$ cat config.mk
export PLATFORM = sky130hd
export DESIGN_NAME = raster_dma_sched
export DESIGN_NICKNAME = d
export VERILOG_FILES = /design/src/rtl/raster_pkg.sv /design/src/rtl/raster_counters.sv /design/src/rtl/raster_decode.sv /design/src/rtl/raster_addr.sv /design/src/rtl/raster_shifter.sv /design/src/rtl/raster_dma_sched.sv
export SDC_FILE = /design/constraint.sdc
export NUM_CORES = 1
export LEC_CHECK = 0
export BUFFER_PORTS_ARGS = -buffer_cell sky130_fd_sc_hd__buf_2
export CAP_MARGIN = 10
export CORE_UTILIZATION = 55
export DETAILED_ROUTE_END_ITERATION = 8
export MAX_ROUTING_LAYER = met4
export PLACE_DENSITY_LB_ADDON = 0.05
export SLEW_MARGIN = 20
export SYNTH_ARGS = -nofsm -noshare
export SYNTH_HDL_FRONTEND = slang
export SYNTH_SLANG_ARGS = --single-unit
$ cat constraint.sdc
create_clock -name clk -period 4.4 [get_ports clk]
set_input_delay 0 -clock clk [delete_from_list [all_inputs] [get_ports clk]]
set_output_delay 0 -clock clk [all_outputs]
set_load 0.01 [all_outputs]
$ cat src/rtl/raster_pkg.sv
package raster_pkg;

  typedef enum logic [1:0] {
    KIND_CPU   = 2'd0,
    KIND_VIDEO = 2'd1,
    KIND_SOUND = 2'd2
  } slot_kind_e;

endpackage

$ cat src/rtl/raster_counters.sv
module raster_counters #(
  parameter int WORD_W      = 16,
  parameter int SLOTS       = 44,
  parameter int TOTAL_LINES = 370,
  parameter int PH_W        = 4,
  parameter int SLOT_W      = 6,
  parameter int LINE_W      = 9
) (
  input  logic              clk,
  input  logic              rst_n,
  output logic [PH_W-1:0]   phase_q,
  output logic [SLOT_W-1:0] slot_q,
  output logic [LINE_W-1:0] line_q,
  output logic              phase_last_o,
  output logic              frame_end_o
);

  localparam logic [PH_W-1:0]   PH_LAST   = PH_W'(WORD_W - 1);
  localparam logic [SLOT_W-1:0] SLOT_LAST = SLOT_W'(SLOTS - 1);
  localparam logic [LINE_W-1:0] LINE_LAST = LINE_W'(TOTAL_LINES - 1);

  logic              phase_last, slot_last, line_last;
  logic              slot_en, line_en;
  logic [PH_W-1:0]   phase_d;
  logic [SLOT_W-1:0] slot_d;
  logic [LINE_W-1:0] line_d;

  always_comb begin
    phase_last = (phase_q == PH_LAST);
    slot_last  = (slot_q == SLOT_LAST);
    line_last  = (line_q == LINE_LAST);
    slot_en    = phase_last;
    line_en    = phase_last & slot_last;
    phase_d    = phase_last ? '0 : phase_q + 1'b1;
    slot_d     = slot_last ? '0 : slot_q + 1'b1;
    line_d     = line_last ? '0 : line_q + 1'b1;
  end

  always_ff @(posedge clk or negedge rst_n) begin
    if (!rst_n) begin
      phase_q <= '0;
      slot_q  <= '0;
      line_q  <= '0;
    end else begin
      phase_q <= phase_d;
      if (slot_en) slot_q <= slot_d;
      if (line_en) line_q <= line_d;
    end
  end

  assign phase_last_o = phase_last;
  assign frame_end_o  = line_en & line_last;

endmodule

$ cat src/rtl/raster_decode.sv
module raster_decode
  import raster_pkg::*;
#(
  parameter int SLOTS        = 44,
  parameter int ACTIVE_SLOTS = 32,
  parameter int HSYNC_START  = 41,
  parameter int ACTIVE_LINES = 342,
  parameter int VSYNC_LINES  = 4,
  parameter int SLOT_W       = 6,
  parameter int LINE_W       = 9
) (
  input  logic [SLOT_W-1:0] slot_q,
  input  logic [LINE_W-1:0] line_q,
  output slot_kind_e        kind_o,
  output logic              hsync_o,
  output logic              vsync_o,
  output logic              blank_o
);

  localparam logic [SLOT_W-1:0] SLOT_ACT  = SLOT_W'(ACTIVE_SLOTS);
  localparam logic [SLOT_W-1:0] SLOT_LAST = SLOT_W'(SLOTS - 1);
  localparam logic [SLOT_W-1:0] HS_FIRST  = SLOT_W'(HSYNC_START);
  localparam logic [LINE_W-1:0] LINE_ACT  = LINE_W'(ACTIVE_LINES);
  localparam logic [LINE_W-1:0] VS_END    = LINE_W'(ACTIVE_LINES + VSYNC_LINES);

  logic visible;

  always_comb begin
    visible = (line_q < LINE_ACT) && (slot_q < SLOT_ACT);
    if (slot_q == SLOT_LAST) kind_o = KIND_SOUND;
    else if (visible)        kind_o = KIND_VIDEO;
    else                     kind_o = KIND_CPU;
    hsync_o = (slot_q >= HS_FIRST);
    vsync_o = (line_q >= LINE_ACT) && (line_q < VS_END);
    blank_o = !visible;
  end

endmodule

$ cat src/rtl/raster_addr.sv
module raster_addr
  import raster_pkg::*;
#(
  parameter int          ADDR_W        = 24,
  parameter int          LINE_W        = 9,
  parameter logic [23:0] SCR_MAIN_BASE = 24'h03_A700,
  parameter logic [23:0] SCR_ALT_BASE  = 24'h03_2700,
  parameter logic [23:0] SND_MAIN_BASE = 24'h03_FD00,
  parameter logic [23:0] SND_ALT_BASE  = 24'h03_A100
) (
  input  logic              clk,
  input  logic              rst_n,
  input  slot_kind_e        kind_i,
  input  logic              phase_last_i,
  input  logic              frame_end_i,
  input  logic              scr_sel_n_i,
  input  logic              snd_sel_n_i,
  input  logic [LINE_W-1:0] line_i,
  output logic [ADDR_W-1:0] addr_o,
  output logic              alt_o
);

  logic [ADDR_W-1:0] voff_q, voff_d;
  logic              scr_alt_q, scr_alt_d;
  logic              step_en;
  logic [ADDR_W-1:0] scr_base, snd_base;

  always_comb begin
    step_en   = phase_last_i && (kind_i == KIND_VIDEO);
    voff_d    = voff_q;
    scr_alt_d = scr_alt_q;
    if (frame_end_i) begin
      voff_d    = '0;
      scr_alt_d = ~scr_sel_n_i;
    end else if (step_en) begin
      voff_d    = voff_q + 1'b1;
    end
  end

  always_ff @(posedge clk or negedge rst_n) begin
    if (!rst_n) begin
      voff_q    <= '0;
      scr_alt_q <= 1'b0;
    end else begin
      voff_q    <= voff_d;
      scr_alt_q <= scr_alt_d;
    end
  end

  always_comb begin
    scr_base = scr_alt_q   ? ADDR_W'(SCR_ALT_BASE)  : ADDR_W'(SCR_MAIN_BASE);
    snd_base = snd_sel_n_i ? ADDR_W'(SND_MAIN_BASE) : ADDR_W'(SND_ALT_BASE);
    case (kind_i)
      KIND_VIDEO: begin
        addr_o = scr_base + voff_q;
        alt_o  = scr_alt_q;
      end
      KIND_SOUND: begin
        addr_o = snd_base + ADDR_W'(line_i);
        alt_o  = ~snd_sel_n_i;
      end
      default: begin
        addr_o = '0;
        alt_o  = 1'b0;
      end
    endcase
  end

endmodule

$ cat src/rtl/raster_shifter.sv
module raster_shifter #(
  parameter int WORD_W = 16
) (
  input  logic              clk,
  input  logic              rst_n,
  input  logic              load_i,
  input  logic [WORD_W-1:0] word_i,
  output logic              pixel_o
);

  logic [WORD_W-1:0] sr_q, sr_d;

  always_comb begin
    if (load_i) sr_d = word_i;
    else        sr_d = {sr_q[WORD_W-2:0], 1'b0};
  end

  always_ff @(posedge clk or negedge rst_n) begin
    if (!rst_n) sr_q <= '0;
    else        sr_q <= sr_d;
  end

  assign pixel_o = sr_q[WORD_W-1];

endmodule

$ cat src/rtl/raster_dma_sched.sv
module raster_dma_sched
  import raster_pkg::*;
#(
  parameter int          WORD_W        = 16,
  parameter int          SLOTS         = 44,
  parameter int          ACTIVE_SLOTS  = 32,
  parameter int          HSYNC_START   = 41,
  parameter int          ACTIVE_LINES  = 342,
  parameter int          TOTAL_LINES   = 370,
  parameter int          VSYNC_LINES   = 4,
  parameter int          ADDR_W        = 24,
  parameter logic [23:0] SCR_MAIN_BASE = 24'h03_A700,
  parameter logic [23:0] SCR_ALT_BASE  = 24'h03_2700,
  parameter logic [23:0] SND_MAIN_BASE = 24'h03_FD00,
  parameter logic [23:0] SND_ALT_BASE  = 24'h03_A100
) (
  input  logic              clk,
  input  logic              rst_n,
  input  logic              scr_sel_n_i,
  input  logic              snd_sel_n_i,
  input  logic [WORD_W-1:0] vid_word_i,
  output logic              cpu_clk_o,
  output logic              slot_clk_o,
  output logic [1:0]        slot_kind_o,
  output logic              cpu_grant_o,
  output logic [ADDR_W-1:0] fetch_addr_o,
  output logic              buf_alt_o,
  output logic              hsync_o,
  output logic              vsync_o,
  output logic              blank_o,
  output logic              pixel_o
);

  localparam int PH_W   = $clog2(WORD_W);
  localparam int SLOT_W = $clog2(SLOTS);
  localparam int LINE_W = $clog2(TOTAL_LINES);

  logic [PH_W-1:0]   phase_q;
  logic [SLOT_W-1:0] slot_q;
  logic [LINE_W-1:0] line_q;
  logic              phase_last, frame_end;
  slot_kind_e        kind;
  logic              load_en;

  raster_counters #(
    .WORD_W(WORD_W), .SLOTS(SLOTS), .TOTAL_LINES(TOTAL_LINES),
    .PH_W(PH_W), .SLOT_W(SLOT_W), .LINE_W(LINE_W)
  ) u_cnt (
    .clk(clk), .rst_n(rst_n),
    .phase_q(phase_q), .slot_q(slot_q), .line_q(line_q),
    .phase_last_o(phase_last), .frame_end_o(frame_end)
  );

  raster_decode #(
    .SLOTS(SLOTS), .ACTIVE_SLOTS(ACTIVE_SLOTS), .HSYNC_START(HSYNC_START),
    .ACTIVE_LINES(ACTIVE_LINES), .VSYNC_LINES(VSYNC_LINES),
    .SLOT_W(SLOT_W), .LINE_W(LINE_W)
  ) u_dec (
    .slot_q(slot_q), .line_q(line_q), .kind_o(kind),
    .hsync_o(hsync_o), .vsync_o(vsync_o), .blank_o(blank_o)
  );

  raster_addr #(
    .ADDR_W(ADDR_W), .LINE_W(LINE_W),
    .SCR_MAIN_BASE(SCR_MAIN_BASE), .SCR_ALT_BASE(SCR_ALT_BASE),
    .SND_MAIN_BASE(SND_MAIN_BASE), .SND_ALT_BASE(SND_ALT_BASE)
  ) u_addr (
    .clk(clk), .rst_n(rst_n), .kind_i(kind),
    .phase_last_i(phase_last), .frame_end_i(frame_end),
    .scr_sel_n_i(scr_sel_n_i), .snd_sel_n_i(snd_sel_n_i),
    .line_i(line_q), .addr_o(fetch_addr_o), .alt_o(buf_alt_o)
  );

  assign load_en = phase_last && (kind == KIND_VIDEO);

  raster_shifter #(.WORD_W(WORD_W)) u_shf (
    .clk(clk), .rst_n(rst_n), .load_i(load_en),
    .word_i(vid_word_i), .pixel_o(pixel_o)
  );

  assign cpu_clk_o   = phase_q[0];
  assign slot_clk_o  = phase_q[PH_W-1];
  assign slot_kind_o = kind;
  assign cpu_grant_o = (kind == KIND_CPU);

endmodule

# Word-level counts from Yosys, hierarchy flattened
# Cells that the tools add are included.
[op_classes]
addsub = 6
magnitude_cmp = 5
eq_ne = 5
n_mux = 12
bitwise = 4
n_reduce_logical = 6
[ops]
columns = ["cell", "count"]
rows = [
  ["$mux 24", 2],
  ["$pmux 24 s2", 1],
  ["$mux 16", 2],
  ["$add 24x1->24 const B", 1],
  ["$add 24x24->24", 1],
  ["$add 24x9->24", 1],
  ["$lt 9x9->1 const B", 2],
  ["$mux 15", 1],
  ["$add 9x1->9 const B", 1],
  ["$eq 9x9->1 const B", 1],
  ["$ge 9x9->1 const B", 1],
  ["$mux 9", 1],
  ["$add 6x1->6 const B", 1],
  ["$eq 6x6->1 const B", 1],
  ["$ge 6x6->1 const B", 1],
  ["$lt 6x6->1 const B", 1],
  ["$mux 6", 1],
  ["$add 4x1->4 const B", 1],
  ["$eq 4x4->1 const B", 1],
  ["$mux 4", 1],
  ["$logic_and 1x1->1", 3],
  ["$and 1x1->1", 2],
  ["$eq 2x1->1 const B", 1],
  ["$eq 2x2->1 const B", 1],
  ["7 further kinds", 8],
]
[totals]
regBits = 60
output_inout_bits = 34

# Logic depth before layout (Yosys ltp)
[depth]
depth_word = 8
ltp_mapped = 9
ltp_nobuf = 7

# Cells and area by module
# From an unflattened synthesis, not the netlist that was laid out.
[hier_totals]
cells_unflattened = 370
area_unflattened_um2 = 3616.0
[by_module_without_submodules]
columns = ["mod", "instances", "cells_per_inst", "area_each_um2", "seq_area_each_um2"]
rows = [
  ["raster_addr", 1, 229, 1906.8, 625.6],
  ["raster_counters", 1, 90, 952.2, 475.5],
  ["raster_shifter", 1, 34, 641.9, 400.4],
  ["raster_decode", 1, 15, 102.6, 0.0],
  ["raster_dma_sched", 1, 2, 12.5, 0.0],
]

# Worst setup path after synthesis
# No wires, ideal clock.
[synth_timing]
path_type = "reg2reg"
start = "register u_cnt.phase_q[0]"
end = "register u_addr.voff_q[22]"
arrival_ns = 2.003
setup_slack_ns = 2.318
stages_incl_launch_ff = 9
period_less_slack_ns = 2.082
path_cell_list = "dfrtp_1 -> ha_1 -> and3_1 -> buf_6 -> o21ai_2 -> or3_4 -> buf_2 -> nor4b_2 -> mux2i_1"
[synth_via]
elab_chain_len = 4
elab_cells_between_ends = 6
classes_between = "eq/ne (1); mux (1); bitwise (2); reduce/logical (2)"
[synth_rtl]
columns = ["element", "line", "rtl"]
rows = [
  ["start, declared", "raster_counters.sv:11", "output logic [PH_W-1:0] phase_q,"],
  ["start signal, assigned", "raster_counters.sv:45", "phase_q <= phase_d;"],
  ["$eq 4x4->1 (*)", "raster_counters.sv:29", "phase_last = (phase_q == PH_LAST);"],
  ["$and 1x1->1", "raster_counters.sv:33", "line_en = phase_last & slot_last;"],
  ["$and 1x1->1", "raster_counters.sv:52", "assign frame_end_o = line_en & line_last;"],
  ["$mux 24 / $reduce_bool 2->1 (equally long branches)", "-", ""],
  ["end signal, assigned", "raster_addr.sv:45", "voff_q <= voff_d;"],
  ["end, declared", "raster_addr.sv:23", "logic [ADDR_W-1:0] voff_q, voff_d;"],
]
# Mark *: on every way between the ends. The rest lies on a longest branch, timed or not.
# A chain may end at the register's enable or synchronous reset.

# Worst setup path after layout
[layout_timing]
start = "register u_cnt.line_q[2]"
end = "output buf_alt_o"
[layout_via]
elab_chain_len = 6
elab_cells_between_ends = 7
classes_between = "order compare (1); eq/ne (2); mux (3); reduce/logical (1)"
[layout_rtl]
columns = ["element", "line", "rtl"]
rows = [
  ["start, declared", "raster_counters.sv:13", "output logic [LINE_W-1:0] line_q,"],
  ["start signal, assigned", "raster_counters.sv:47", "if (line_en) line_q <= line_d;"],
  ["$lt 9x9->1 (*)", "raster_decode.sv:29", "visible = (line_q < LINE_ACT) && (slot_q < SLOT_ACT);"],
  ["$logic_and 1x1->1 (*)", "raster_decode.sv:29", ""],
  ["$mux 1 (*)", "raster_decode.sv:31", "else if (visible) kind_o = KIND_VIDEO;"],
  ["$mux 2 (*)", "raster_decode.sv:30", "if (slot_q == SLOT_LAST) kind_o = KIND_SOUND;"],
  ["$eq 2x2->1 / $eq 2x1->1 (equally long branches)", "raster_addr.sv:53", "case (kind_i)"],
  ["$pmux 1 s2 (*)", "raster_addr.sv:53", ""],
  ["end, declared", "raster_dma_sched.sv:27", "output logic buf_alt_o,"],
]
# Marked as above.

==> flow_summary_export.csv <==
group,metric,value,unit
logic_synthesis,syn_area_per_cell,8.72,µm²
cts,clk_pin_slew,0.07,ns
layout,seqCellArea,1500,µm²
logic_synthesis,synth_edf_count,0,
timing,fin_ws,1.43,ns
logic_synthesis,synth.distinct_cells,47,
timing,tightest_slew,0.782,ns
critical_path,crit_slowest_cell,"or2_1",
die,die_w,81.1,µm
critical_path,crit_path_start,"u_cnt.line_q[2]",
critical_path,critPathMaxStageDelay,0.69,ns
placement,portBuffers,53,
drt,vias,3066,
critical_path,worstPathArrival,2.97,ns
timing,hold_violations,0,
grt,antenna_found_initial,0,
cts,clock_latency,0.35,ns
drt,wl_per_cell,14.3,µm
grt,grt_max_degree,61,
die,start_util,57.5,%
logic_synthesis,synth-main-ff-cell,"dfrtp_1",
critical_path,cp-start-kind,"register",
die,ioPinCount,54,
cts,numCtsBuffers,9,
layout,drive_above_1_share,17.5,%
layout,post-route-util,68.4,%
die,die-height,81.1,µm
grt,grt_overflow,0,
critical_path,cp_common_cell,"a21oi_1",
drt,drtIter0Drc,148,
timing,fin_crit_sh,67.6,%
timing,rsz0062_at_grt,"no",
grt,grt_util_all_layers,26.6,%
outcome,outcome,"finished, final reports clean",
grt,grt_first_pass_wirelength,12800,µm
drt,viasPerCell,5.70,
timing,finalClockSkew,0.0111,ns
cts,hold_buffers,18,
layout,final_common_cell,"nand2_1",
drt,totalWireLength,7710,µm
critical_path,path_cells,"a21oi_1 -> nor3_1 -> or2_1 -> inv_1 -> a21oi_1 -> a21oi_1 -> buf_2",
timing,drv_slew,0,
cts,cts_root_buf,"clkbuf_8",
drt,ant_nets,0,
timing,hold_ws,0.267,ns
logic_synthesis,syn-num-nets,425,
critical_path,endpoint_kind,"output port",
cts,cts_htree_levels,3,
grt,grt_pass1_vias,2717,
layout,multiInputGateArea,1780,µm²
layout,final_cell_mix,"nand2_1, dfrtp_1, buf_2",
timing,max_freq,0.336,GHz
logic_synthesis,ys_seq_area_share,43.6,%
drt,drc,0,
critical_path,worstReg2RegStart,"u_cnt.line_q[2]",
critical_path,worstSetupPathType,"reg -> out",
placement,hpwlAfterDp,5140,µm
timing,setup_tns,0,ns
job,drv_cap,0,
logic_synthesis,postSynthCellCount,395,
die,design.die.area,6580,µm²
placement,pre_cts_ws,1.81,ns
logic_synthesis,synth-async-reset-ratio,100,%
logic_synthesis,ys_seq_elements,60,
die,design.core.area,5990,µm²
timing,max_slew_margin,47.8,%
die,rows,28,
cts,clock_sink_count,60,
power_and_ir_drop,total_power,1110,µW
power_and_ir_drop,p_leak,0.00199,µW
drt,drt_first_pass_iters,5,
min_path,hold_path.class,"in -> out",
timing,setup_viol,0,
timing,min_period,2.97,ns
logic_synthesis,yosysWarnings,0,
cts,clockBufferDepth,2,
cts,cts_tree,"yes",
critical_path,required,4.40,ns
logic_synthesis,syn_area,3440,µm²
layout,area_growth,18.9,%
critical_path,worstPathMaxFanout,27,
power_and_ir_drop,vdd_drop_max,207,µV
min_path,worstHoldStart,"snd_sel_n_i",
cts,post-cts-setup-buffers,0,
layout,layout.nets,488,
layout,antenna_cells,0,
power_and_ir_drop,p_per_area,271,nW/µm²
layout,nFillCells,506,
cts,ctsResizeCount,0,
placement,gp_congestion,0.881,
-- area by class of cell --
type / instances / share of cell area (%)
Multi-Input combinational cell: 298 / 43.4
Sequential cell: 60 / 36.7
Timing Repair Buffer: 73 / 11.2
Clock buffer: 12 / 3.79
Tap cell: 75 / 2.29
Inverter: 16 / 1.47
Clock inverter: 4 / 1.16
-- per-layer routing --
metal / GRT usage (%) / up-vias / wire length, µm
met2: 38.6 / 88 / 3510
met3: 3.48 / 11 / 356
met4: 11.3 / 0 / 90
met5: - / - / 0
met1: 37.3 / 1466 / 3750
li1: - / 1501 / -
-- registers in the layout, summed over array words and instances (netlist names) --
signal,flops
u_cnt.phase_q,4
u_cnt.slot_q,6
u_addr.scr_alt_q,1
u_cnt.line_q,9
u_addr.voff_q,24
u_shf.sr_q,16
-- cells in the mapped netlist, types with 2 or more instances --
library cell / instances / area (µm²)
nand2_1: 81 / 304
and2_1: 2 / 12.5
dfrtp_1: 60 / 1500
clkbuf_1: 12 / 45.0
nor2_1: 16 / 60.1
and4_1: 2 / 17.5
nor3_1: 9 / 45.0
nor3_2: 2 / 20.0
xor2_1: 11 / 96.3
o211ai_1: 2 / 15.0
o21ai_0: 22 / 110
buf_6: 2 / 22.5
inv_1: 15 / 56.3
o31ai_1: 5 / 37.5
mux2i_1: 11 / 110
a31oi_1: 4 / 25.0
nor2b_1: 2 / 12.5
nand4_1: 14 / 87.6
or4_1: 4 / 30.0
o22ai_1: 2 / 12.5
ha_1: 10 / 125
nor4_1: 3 / 18.8
xnor2_1: 10 / 87.6
a22o_1: 7 / 61.3
a21o_1: 3 / 22.5
nand2b_1: 6 / 37.5
nand3b_1: 2 / 15.0
and3_1: 4 / 25.0
a21oi_1: 21 / 105
nand3_1: 20 / 100
or2_2: 3 / 18.8
buf_2: 6 / 30.0
or3_1: 8 / 50.1
-- through the flow --
| stage | instances | instance area, µm² |
|---|---|---|
| after global routing | 538 | 4100 |
| after global placement | 504 | 3710 |
| after CTS | 538 | 4100 |
| final | 538 | 4100 |
| after floorplan | 395 | 3440 |
| after detailed placement | 504 | 3710 |
-- worst max-delay path: cells and delay by family, from the launching register on --
kind,cells,cell delay [ns]
buf+inv,2,0.56
simple gates,2,1.14
flops,1,0.50
compound gates,3,0.43
-- report_power, final --
group,internal (µW),switching [µW],total [µW]
clock network,291,223,514
registers,558,1.83,560
logic,19.7,18.2,37.9
-- kinds of logic (layout without fill, tap and decap cells) --
group / count (synthesis) / count (layout) / synth area share [%]
xor+xnor: 21 / 21 / 5.34
simple gates: 185 / 185 / 26.9
mux: 11 / 11 / 3.20
flops: 60 / 60 / 43.6
buf+inv: 37 / 105 / 4.80
compound gates: 71 / 71 / 12.5
fa+ha+maj: 10 / 10 / 3.63
-- path summary, 6_finish.rpt --
path | slack, ns | to | depth (start not counted)
setup / recovery | 1.43 | buf_alt_o | 7
hold / removal | 0.27 | buf_alt_o | 3
setup reg to reg | 1.83 | u_addr.voff_q[10] | 6
hold reg to reg | 0.45 | u_shf.sr_q[1] | 2
max in group asynchronous | 3.55 | u_shf.sr_q[6] | 3
min in group asynchronous | 0.34 | u_cnt.line_q[4] | 3
Note: power is estimated with default switching activity, not from simulation.
